--- config.mk ---
export PLATFORM = sky130hd
export DESIGN_NAME = rtc_periodic_rate
export DESIGN_NICKNAME = d
export VERILOG_FILES = /design/src/rtl/rtc_rate_pkg.sv /design/src/rtl/rtc_div_counter.sv /design/src/rtl/rtc_tap_select.sv /design/src/rtl/rtc_pf_flag.sv /design/src/rtl/rtc_periodic_rate.sv
export SDC_FILE = /design/constraint.sdc
export NUM_CORES = 1
export LEC_CHECK = 0
export BUFFER_PORTS_ARGS = -buffer_cell sky130_fd_sc_hd__buf_2
export CAP_MARGIN = 5
export CORE_AREA = 2 2 49 51
export DETAILED_ROUTE_END_ITERATION = 7
export DIE_AREA = 0 0 51 53
export GPL_TIMING_DRIVEN = 0
export PLACE_DENSITY = 0.74
export SYNTH_ARGS = -nofsm -noshare
export SYNTH_HDL_FRONTEND = slang
export SYNTH_HIERARCHICAL = 1
export SYNTH_SLANG_ARGS = --single-unit
--- constraint.sdc ---
create_clock -name clk -period 3.05 [get_ports clk]
set_input_delay 0.915 -clock clk [delete_from_list [all_inputs] [get_ports clk]]
set_output_delay 0.915 -clock clk [all_outputs]
set_load 0.03 [all_outputs]
--- src/rtl/rtc_rate_pkg.sv ---
package rtc_rate_pkg;

  // Divider width: bit (DIV_W-1) toggles every 2^(DIV_W-1) ticks, which gives the slowest rate.
  localparam int unsigned RATE_DIV_W = 14;
  localparam int unsigned RATE_SEL_W = 4;

  // The fast ladder starts at this code and uses this divider bit.
  localparam int unsigned FAST_CODE0 = 3;
  localparam int unsigned FAST_BIT0  = 1;

  // Codes below FAST_CODE0 (other than 0) reuse a slow-ladder bit.
  localparam int unsigned ALIAS_SHIFT = 5;

  // Returns the divider bit that drives both outputs for a select code.
  // Code 0 returns 0, which callers treat as "off".
  function automatic int unsigned code_to_bit(input int unsigned code);
    if (code == 0)
      return 0;
    else if (code < FAST_CODE0)
      return code + ALIAS_SHIFT;
    else
      return code - FAST_CODE0 + FAST_BIT0;
  endfunction

endpackage

--- src/rtl/rtc_div_counter.sv ---
module rtc_div_counter #(
  parameter int unsigned DIV_W = 14
) (
  input  logic             clk,
  input  logic             rst_n,
  input  logic             step,
  input  logic             clear,
  output logic [DIV_W-1:0] count
);

  localparam logic [DIV_W-1:0] CNT_ZERO = '0;
  localparam logic [DIV_W-1:0] CNT_ONE  = DIV_W'(1);

  always_ff @(posedge clk or negedge rst_n) begin
    if (!rst_n)
      count <= CNT_ZERO;
    else if (clear)
      count <= CNT_ZERO;
    else if (step)
      count <= count + CNT_ONE;
  end

  AST_CNT_IDLE: assert property (@(posedge clk) disable iff (!rst_n)
    !step && !clear |=> $stable(count));

  AST_CNT_STEP: assert property (@(posedge clk) disable iff (!rst_n)
    step && !clear |=> count == $past(count) + CNT_ONE);

  AST_CNT_CLEAR: assert property (@(posedge clk) disable iff (!rst_n)
    clear |=> count == CNT_ZERO);

endmodule

--- src/rtl/rtc_tap_select.sv ---
module rtc_tap_select #(
  parameter int unsigned DIV_W = 14,
  parameter int unsigned SEL_W = 4
) (
  input  logic [DIV_W-1:1] ladder,
  input  logic [SEL_W-1:0] sel,
  output logic             tap,
  output logic             live
);

  localparam int unsigned NCODE = 1 << SEL_W;

  logic [NCODE-1:0] tap_vec;
  logic [NCODE-1:0] live_vec;

  for (genvar c = 0; c < NCODE; c++) begin : g_code
    localparam int unsigned BITN = rtc_rate_pkg::code_to_bit(c);
    if (c == 0 || BITN < 1 || BITN >= DIV_W) begin : g_off
      assign tap_vec[c]  = 1'b0;
      assign live_vec[c] = 1'b0;
    end else begin : g_on
      assign tap_vec[c]  = ladder[BITN];
      assign live_vec[c] = 1'b1;
    end
  end

  assign tap  = tap_vec[sel];
  assign live = live_vec[sel];

endmodule

--- src/rtl/rtc_pf_flag.sv ---
module rtc_pf_flag (
  input  logic clk,
  input  logic rst_n,
  input  logic tap,
  input  logic live,
  input  logic restart,
  input  logic clr,
  output logic flag
);

  logic tap_d;
  logic rise;

  // A rising edge of the selected bit counts only while a rate is live and
  // the select is not changing in this cycle.
  assign rise = live & tap & ~tap_d & ~restart;

  always_ff @(posedge clk or negedge rst_n) begin
    if (!rst_n) begin
      tap_d <= 1'b0;
      flag  <= 1'b0;
    end else begin
      tap_d <= live & tap & ~restart;
      if (rise)
        flag <= 1'b1;
      else if (clr)
        flag <= 1'b0;
    end
  end

  AST_SET_WINS: assert property (@(posedge clk) disable iff (!rst_n)
    rise |=> flag);

  AST_CLR_TAKES: assert property (@(posedge clk) disable iff (!rst_n)
    clr && !rise |=> !flag);

  AST_FLAG_STICKY: assert property (@(posedge clk) disable iff (!rst_n)
    !rise && !clr |=> $stable(flag));

  AST_OFF_QUIET: assert property (@(posedge clk) disable iff (!rst_n)
    !live && !flag |=> !flag);

endmodule

--- src/rtl/rtc_periodic_rate.sv ---
module rtc_periodic_rate
  import rtc_rate_pkg::*;
#(
  parameter int unsigned DIV_W = RATE_DIV_W,
  parameter int unsigned SEL_W = RATE_SEL_W
) (
  input  logic             clk,
  input  logic             rst_n,
  input  logic             tick_32k,
  input  logic [SEL_W-1:0] rate_sel,
  input  logic             sq_en,
  input  logic             pi_en,
  input  logic             pf_clr,
  output logic             sq_out,
  output logic             pf_flag,
  output logic             pi_irq
);

  logic [SEL_W-1:0] sel_q;
  logic             restart;
  logic [DIV_W-1:0] count;
  logic             tap;
  logic             live;
  logic             sq_q;

  // Registered select. A mismatch marks the cycle in which the code changes.
  always_ff @(posedge clk or negedge rst_n) begin
    if (!rst_n)
      sel_q <= '0;
    else
      sel_q <= rate_sel;
  end

  assign restart = (rate_sel != sel_q);

  rtc_div_counter #(
    .DIV_W (DIV_W)
  ) u_div (
    .clk   (clk),
    .rst_n (rst_n),
    .step  (tick_32k),
    .clear (restart | ~live),
    .count (count)
  );

  rtc_tap_select #(
    .DIV_W (DIV_W),
    .SEL_W (SEL_W)
  ) u_tap (
    .ladder (count[DIV_W-1:1]),
    .sel    (sel_q),
    .tap    (tap),
    .live   (live)
  );

  rtc_pf_flag u_flag (
    .clk     (clk),
    .rst_n   (rst_n),
    .tap     (tap),
    .live    (live),
    .restart (restart),
    .clr     (pf_clr),
    .flag    (pf_flag)
  );

  // Square wave: the selected bit, delayed one cycle to line up with the flag.
  always_ff @(posedge clk or negedge rst_n) begin
    if (!rst_n)
      sq_q <= 1'b0;
    else
      sq_q <= sq_en & live & tap & ~restart;
  end

  assign sq_out = sq_q;
  assign pi_irq = pf_flag & pi_en;

  AST_SQ_MUTED: assert property (@(posedge clk) disable iff (!rst_n)
    !sq_en |=> !sq_out);

  AST_SQ_RESTART_LOW: assert property (@(posedge clk) disable iff (!rst_n)
    restart |=> !sq_out);

  AST_SQ_OFF_LOW: assert property (@(posedge clk) disable iff (!rst_n)
    !live |=> !sq_out);

endmodule

==> results of run 1 <==
==> synth_stat cells, drive strengths merged (2+ instances only) <==
cell type / count / area, um2
nor2: 8 / 30.0
o21ai: 3 / 15.0
or4: 6 / 46.3
mux4: 3 / 78.8
xor2: 3 / 26.3
o2111ai: 3 / 32.5
mux2: 2 / 22.5
buf: 2 / 15.0
a21oi: 8 / 40.0
o31ai: 5 / 37.5
dfrtp: 21 / 526
xnor2: 5 / 43.8
inv: 2 / 7.51
or3: 3 / 18.8
nand3: 3 / 20.0
nand2: 6 / 22.5
nand4: 5 / 43.8
clkbuf: 2 / 8.75
==> worst max-delay path by stage <==
stage	from	to	slack (ns)	depth (start not counted)
floorplan	sel_q[0]$_DFF_PN0_	u_div/count[11]$_DFFE_PN0P_	0.69	8
global placement	rate_sel[3]	u_div/count[11]$_DFFE_PN0P_	0.41	8
detailed placement	rate_sel[0]	u_div/count[11]$_DFFE_PN0P_	0.39	8
CTS	sel_q[0]$_DFF_PN0_	u_div/count[11]$_DFFE_PN0P_	0.45	8
global route	sel_q[0]$_DFF_PN0_	u_div/count[11]$_DFFE_PN0P_	0.30	8
finish	sel_q[0]$_DFF_PN0_	u_div/count[11]$_DFFE_PN0P_	0.46	8
==> cells by family (layout without fill, tap and decap cells) <==
group,count (synthesis),after routing,synth area share
buffers and inverters,6,21,0.0272
adders and majority gates,1,1,0.0109
and+or+nand+nor,39,39,0.205
muxes,6,6,0.0968
DFF,21,21,0.457
AOI/OAI and AO/OA,23,23,0.143
xor gates and xnor gates,8,8,0.0609
==> cell usage in the layout (no fill, tap or decap), types with 5 or more instances in the layout <==
cell     synthesis  final
a21oi_1          8      8
buf_2            0     11
dfrtp_1         21     21
nand2_1          6      6
nor2_1           8      8
o31ai_1          5      5
or4_1            5      5
xnor2_1          5      5
==> sequential cells by signal (all words and copies together), names as in the netlist <==
name and flops:
sel_q 4, u_flag/tap_d 1, sq_out 1, u_div/count 14, u_flag/flag 1
==> cell type report <==
type                    count  area [um2]
inverters                   2        7.51
well taps                  28        35.0
flip-flops and latches     21         526
repair buffers             11        55.1
clock buffers               4        26.3
plain buffers               4        23.8
fillers                   190         882
multi-input cells          77         593
==> through the flow <==
stage                     utilization  total power, uW  cells  hold slack, ns
after global routing            0.589              483    147           0.492
after CTS                       0.589              467    147           0.476
after detailed placement        0.577              335    143           0.459
after global placement          0.577              334    143           0.446
after floorplan                     -              317    104           0.440
final                           0.589              458    147           0.477
==> where the power goes <==
part / internal [uW] / switching (uW) / leakage (uW)
logic: 17.3 / 24.5 / 0.000232
registers: 282 / 5.19 / 0.000284
clock network: 50.9 / 78.2 / 0.0000150
total: 351 / 108 / 0.000531
==> per-layer routing <==
metal | vias up | share of wire
met4 | 0 | 0.011
met2 | 19 | 0.48
met3 | 4 | 0.038
met5 | - | 0
met1 | 436 | 0.47
li1 | 429 | -
==> worst reg2reg max path: cells and delay by family, from the launching register on <==
family	cells	cell delay [ns]
flops	1	0.41
compound gates	2	0.38
simple gates	3	1.31
buf+inv	3	0.42
==> summary.txt, run 1 <==
Outcome
  – Status: complete, no violations

Drt
  – Vias per cell: about 6
  – Via count: around 900
  – Final ANT Viol Nets: 0
  – Total Wirelength: approximately 2200 um
  – WL/cell: approximately 15 um
  – Initial drt markers: 11
  – Pre-antenna DRT Iters: 4
  – Residual DRC: 0

Critical path
  – Crit path max fanout: 10
  – Critical-path cell list: clkbuf_2 > or4_2 > inv_1 > or2_1 > buf_4 > o2111ai_2 > or4_1 > a21oi_1
  – Worst Setup Path Type: reg2reg
  – CP arrival: 2.82 ns
  – Worst r2r src: sel_q[0]$_DFF_PN0_
  – Slowest CP cell: or4_2
  – Worst Setup End Kind: register
  – Reg2reg end: u_div/count[11]$_DFFE_PN0P_
  – Worst path bufs/invs: 3
  – CP top delay family: simple AND/OR/NAND/NOR gates
  – Startpoint Class: register
  – Crit-path max cell delay: 0.66 ns
  – R2R depth: 8
  – Worst R2R Setup Slack: between 0.4 and 0.5 ns
  – Critical path data required time: 3.28 ns

STA
  – Unrepaired setup endpoints after global routing: false
  – Final Setup Violations: 0
  – Fmax: just under 400 MHz
  – TNS Setup: 0 ns
  – Final Max Slew Viols: 0
  – Worst-margin pin slew: 0.464 ns
  – Slew Limit Headroom: 0.691
  – Worst setup margin: 0.460 ns
  – Clock skew: 0.00228 ns
  – Final hold vios: 0
  – Minimum clock period: between 2 and 3 ns
  – Period utilization: 0.849

Cells and area
  – Design area: 0.00127 mm2
  – NumNets Final: ~130
  – Share of layout cells above drive strength 1: 0.202
  – Area Overhead vs Synth: 10.1%
  – N_diodes: 0

CTS
  – Clock tree buffer depth: 2
  – Cts hold-fix bufs: 0
  – CTS buffer count: 3
  – Root buffer cell: clkbuf_4
  – H-tree levels: 1
  – Postcts setup bufs: 0
  – Clock transition at path regs: about 0.11 ns
  – CTS resizes: 0
  – Clock sinks: 21
  – Clk Latency, worst-skew pair: 0.29 ns
  – CTS tree: yes

GRT
  – Largest net degree at the start of global routing: 22
  – Number of global-route vias before repair: 858
  – GR Util met3: 0.0254
  – Global-route wire length before repair: 3770 um
  – M1 GR Usage: 0.216
  – All-layer global routing usage: 0.191
  – Grt met2 use: 0.353
  – Initial antenna violation count: 0
  – Busiest grt layer: met2
  – Total gr overflow: 0

Yosys
  – Mapped Nets: ~120
  – Cells after Synth: 104
  – Post-synthesis sequential area ratio: 0.457
  – Number of synthesized flops with an enable pin: 0
  – Distinct cell type count after synthesis: 37
  – Avg Cell Area, Syn: around 11 um2
  – Yosys reg bits: 21
  – Fraction of registers with async set/reset: 1.00
  – Ys flop type: dfrtp_1
  – Mapped Area: 0.00115 mm2
  – Synth warn: 6

Floorplan
  – Chip width: 51 um
  – Die area: 0.00270 mm2
  – Initial Utilization: 0.535
  – Core Rows: 17
  – Core region area: about 0.0021 mm2
  – IO Pins: 13
  – Die Height: between 50 and 60 um

Placement
  – DP HPWL: 1580 um
  – Routability Congestion: 0.772
  – Place WS: about 0.39 ns
  – Port bufs: 11
  – Post-Place Cell Area: roughly 0.0012 mm2

Power and ir drop
  – Static Leakage: 0.000531 uW
  – VDD IR-drop max: 0.275 mV
  – P per Cell Area: 362 mW/mm2

Min path
  – Hold path start: u_flag/tap_d$_DFF_PN0_
  – Hold path cells: 1
  – Hold Crit Class: reg2reg
  – Worst hold endpoint: u_flag/flag$_DFFE_PN0P_

Run
  – Max-cap check violation count: 0
Power figures use the tool's default switching activity.
==> inputs of run 2 (changes only) <==
==> constraint.sdc (replaced) <==
create_clock -name clk -period 2.7 [get_ports clk]
set_input_delay 0.81 -clock clk [delete_from_list [all_inputs] [get_ports clk]]
set_output_delay 0.81 -clock clk [all_outputs]
set_load 0.03 [all_outputs]
==> run 2 against run 1 <==
Register-to-register slack lost 0.31 ns. Via count shrank 0.11%. Die area is the same. Clock power grew 14%. Critical endpoint unchanged. Largest cell class unchanged. Critical path type unchanged.
==> summary.txt, run 2 (synthesis gave the netlist of run 1 again) <==
Floorplan
  – Core region area: 0.00215 mm2 (unchanged)
  – Initial Utilization: 0.535 (unchanged)
  – Die area: 0.00270 mm2 (unchanged)
  – Chip width: 51 um (unchanged)
  – IO Pins: 13 (unchanged)
  – Core Rows: 17 (unchanged)
  – Die Height: 53 um (unchanged)

Cells and area
  – Max reg flops: 14 (unchanged)
  – N_diodes: 0 (unchanged)
  – Biggest register: u_div/count
  – Most frequent cells in the layout: dfrtp_1, buf_2, nor2_1, a21oi_1, nand2_1
  – Fillers: 186 (-2.1%)
  – NumNets Final: 131 (unchanged)
  – Post-Layout Cell Count: 147 (unchanged)
  – Most common cell after layout, fill and taps aside: dfrtp_1
  – Share of layout cells above drive strength 1: 0.202 (unchanged)
  – Biggest regs: u_div/count (14), sel_q (4)
  – Area Overhead vs Synth: 11.1%

CTS
  – Cts hold-fix bufs: 0 (unchanged)
  – H-tree levels: 1 (unchanged)
  – CTS tree: yes
  – Clock tree buffer depth: 2 (unchanged)
  – Root buffer cell: clkbuf_4
  – Clock transition at path regs: 0.11 ns (about the same)
  – Clock sinks: 21 (unchanged)
  – CTS buffer count: 3 (unchanged)
  – Clk Latency, worst-skew pair: 0.29 ns (about the same)
  – Postcts setup bufs: 0 (unchanged)

Critical path
  – Reg2reg end: u_div/count[11]$_DFFE_PN0P_
  – R2R depth: 8 (unchanged)
  – Startpoint Class: register
  – Worst R2R Setup Slack: 0.15 ns (-0.31 ns)
  – Setup crit end: u_div/count[11]$_DFFE_PN0P_
  – Crit path max fanout: 10 (unchanged)
  – Worst Setup End Kind: register
  – Worst Setup SP: sel_q[0]$_DFF_PN0_
  – CP arrival: 2.77 ns (-0.05 ns)
  – Worst Setup Path Type: reg2reg
  – Worst r2r src: sel_q[0]$_DFF_PN0_
  – Critical path data required time: 2.93 ns (-0.35 ns)

STA
  – Worst-margin pin slew: 0.466 ns (+0.00183 ns)
  – Final Setup Violations: 0 (unchanged)
  – Hold slack: 0.450 ns (-0.0277 ns)
  – Final hold vios: 0 (unchanged)
  – Slew Limit Headroom: 0.689 (-0.00122)
  – Minimum clock period: 2.55 ns (-0.0430 ns)
  – Final Max Slew Viols: 0 (unchanged)
  – Period utilization: 0.943 (+0.0941)
  – Clock skew: 0.00138 ns (-0.000902 ns)
  – Fmax: 393 MHz (+1.7%)

Drt
  – Pre-antenna DRT Iters: 4 (unchanged)
  – Final ANT Viol Nets: 0 (unchanged)
  – WL/cell: 15.5 um (+2.9%)
  – Total Wirelength: 2280 um (+2.9%)
  – Residual DRC: 0 (unchanged)
  – Initial drt markers: 13 (+2)
  – Vias per cell: 6.03 (-0.11%)
  – Via count: 887 (-0.11%)

Placement
  – Port bufs: 11 (unchanged)
  – Inst Count DP: 143 (unchanged)
  – Routability Congestion: 0.772 (unchanged)
  – DP HPWL: 1580 um (unchanged)

GRT
  – All-layer global routing usage: 0.191 (unchanged)
  – Largest net degree at the start of global routing: 22 (unchanged)
  – Total gr overflow: 0 (unchanged)
  – Busiest grt layer: met2
  – GR Util met3: 0.0254 (unchanged)
  – M1 GR Usage: 0.216 (unchanged)
  – Grt met2 use: 0.353 (unchanged)
  – Number of global-route vias before repair: 858 (unchanged)
  – Initial antenna violation count: 0 (unchanged)
  – Global-route wire length before repair: 3770 um (unchanged)

Run
  – Max-cap check violation count: 0 (unchanged)

Power and ir drop
  – P per Cell Area: 407 mW/mm2 (+12%)
  – Sw Pwr: 124 uW (+15%)
  – Comb power frac: 0.092 (about the same)
  – Static Leakage: 0.000531 uW (about the same)
  – Clock share of power: 0.283 (about the same)
  – Cell internal pwr: 396 uW (+13%)
  – Sequential power share: 0.625 (-0.002)
  – VDD IR-drop max: 0.315 mV (+15%)
  – Switch share: 0.239 (+0.00346)

Outcome
  – Status: complete, no violations

Min path
  – Hold Crit Class: in2async
==> run 2: repair_timing <==
item / in CTS / in global routing
hold endpoints to repair: 0 / 0
resized for setup: 0 / 1
setup endpoints to repair: 0 / 1
==> run 2: critical path, cell delays in order (launching register included) <==
cell and delay, ns:
dfrtp_1 0.41, clkbuf_2 0.17, or4_2 0.66, inv_1 0.08
or2_1 0.10, buf_4 0.18, o2111ai_4 0.19, or4_1 0.54
a21oi_1 0.15
==> run 2: worst min path at each step <==
stage | start | endpoint | slack (ns) | depth (start not counted)
2_1_floorplan | u_flag/tap_d$_DFF_PN0_ | u_flag/flag$_DFFE_PN0P_ | 0.44 | 1
3_3_place_gp | u_flag/tap_d$_DFF_PN0_ | u_flag/flag$_DFFE_PN0P_ | 0.45 | 1
3_5_place_dp | u_flag/tap_d$_DFF_PN0_ | u_flag/flag$_DFFE_PN0P_ | 0.46 | 1
4_1_cts | rst_n | sel_q[3]$_DFF_PN0_ | 0.45 | 1
5_1_grt | rst_n | sel_q[3]$_DFF_PN0_ | 0.46 | 1
6_report | rst_n | sel_q[3]$_DFF_PN0_ | 0.45 | 1
==> run 2: per-layer routing <==
| layer | vias up | part of all wire |
|---|---|---|
| met4 | 0 | 0.0070 |
| met2 | 17 | 0.49 |
| met5 | - | 0 |
| li1 | 429 | - |
| met3 | 2 | 0.039 |
| met1 | 439 | 0.46 |
==> run 2: layout make-up <==
cell class,count,area (um2),share of cell area
plain buffers,4,23.8,0.0186
multi-input cells,77,604,0.473
inverters,2,7.51,0.00588
flip-flops and latches,21,526,0.411
clock buffers,4,26.3,0.0206
repair buffers,11,55.1,0.0431
well taps,28,35.0,0.0274
==> run 2: power by group through the flow <==
stage | clock network (uW) | registers (uW) | logic, uW
after floorplan | 0 | 331 | 26.8
after global placement | 0 | 331 | 46.5
after detailed placement | 0 | 331 | 47.9
after CTS | 154 | 325 | 48.3
after global routing | 167 | 326 | 53.3
final | 147 | 325 | 47.8
==> run 2: stage by stage <==
step           worst slack (ns)   util  power [uW]   TNS, ns  cell area (um2)
2_1_floorplan             0.339      -         358         0             1150
3_3_place_gp              0.168  0.577         377         0             1240
3_5_place_dp              0.132  0.577         379         0             1240
4_1_cts                  0.0975  0.589         527         0             1270
5_1_grt                -0.00249  0.595         547  -0.00249             1280
6_report                  0.153  0.595         520         0             1280
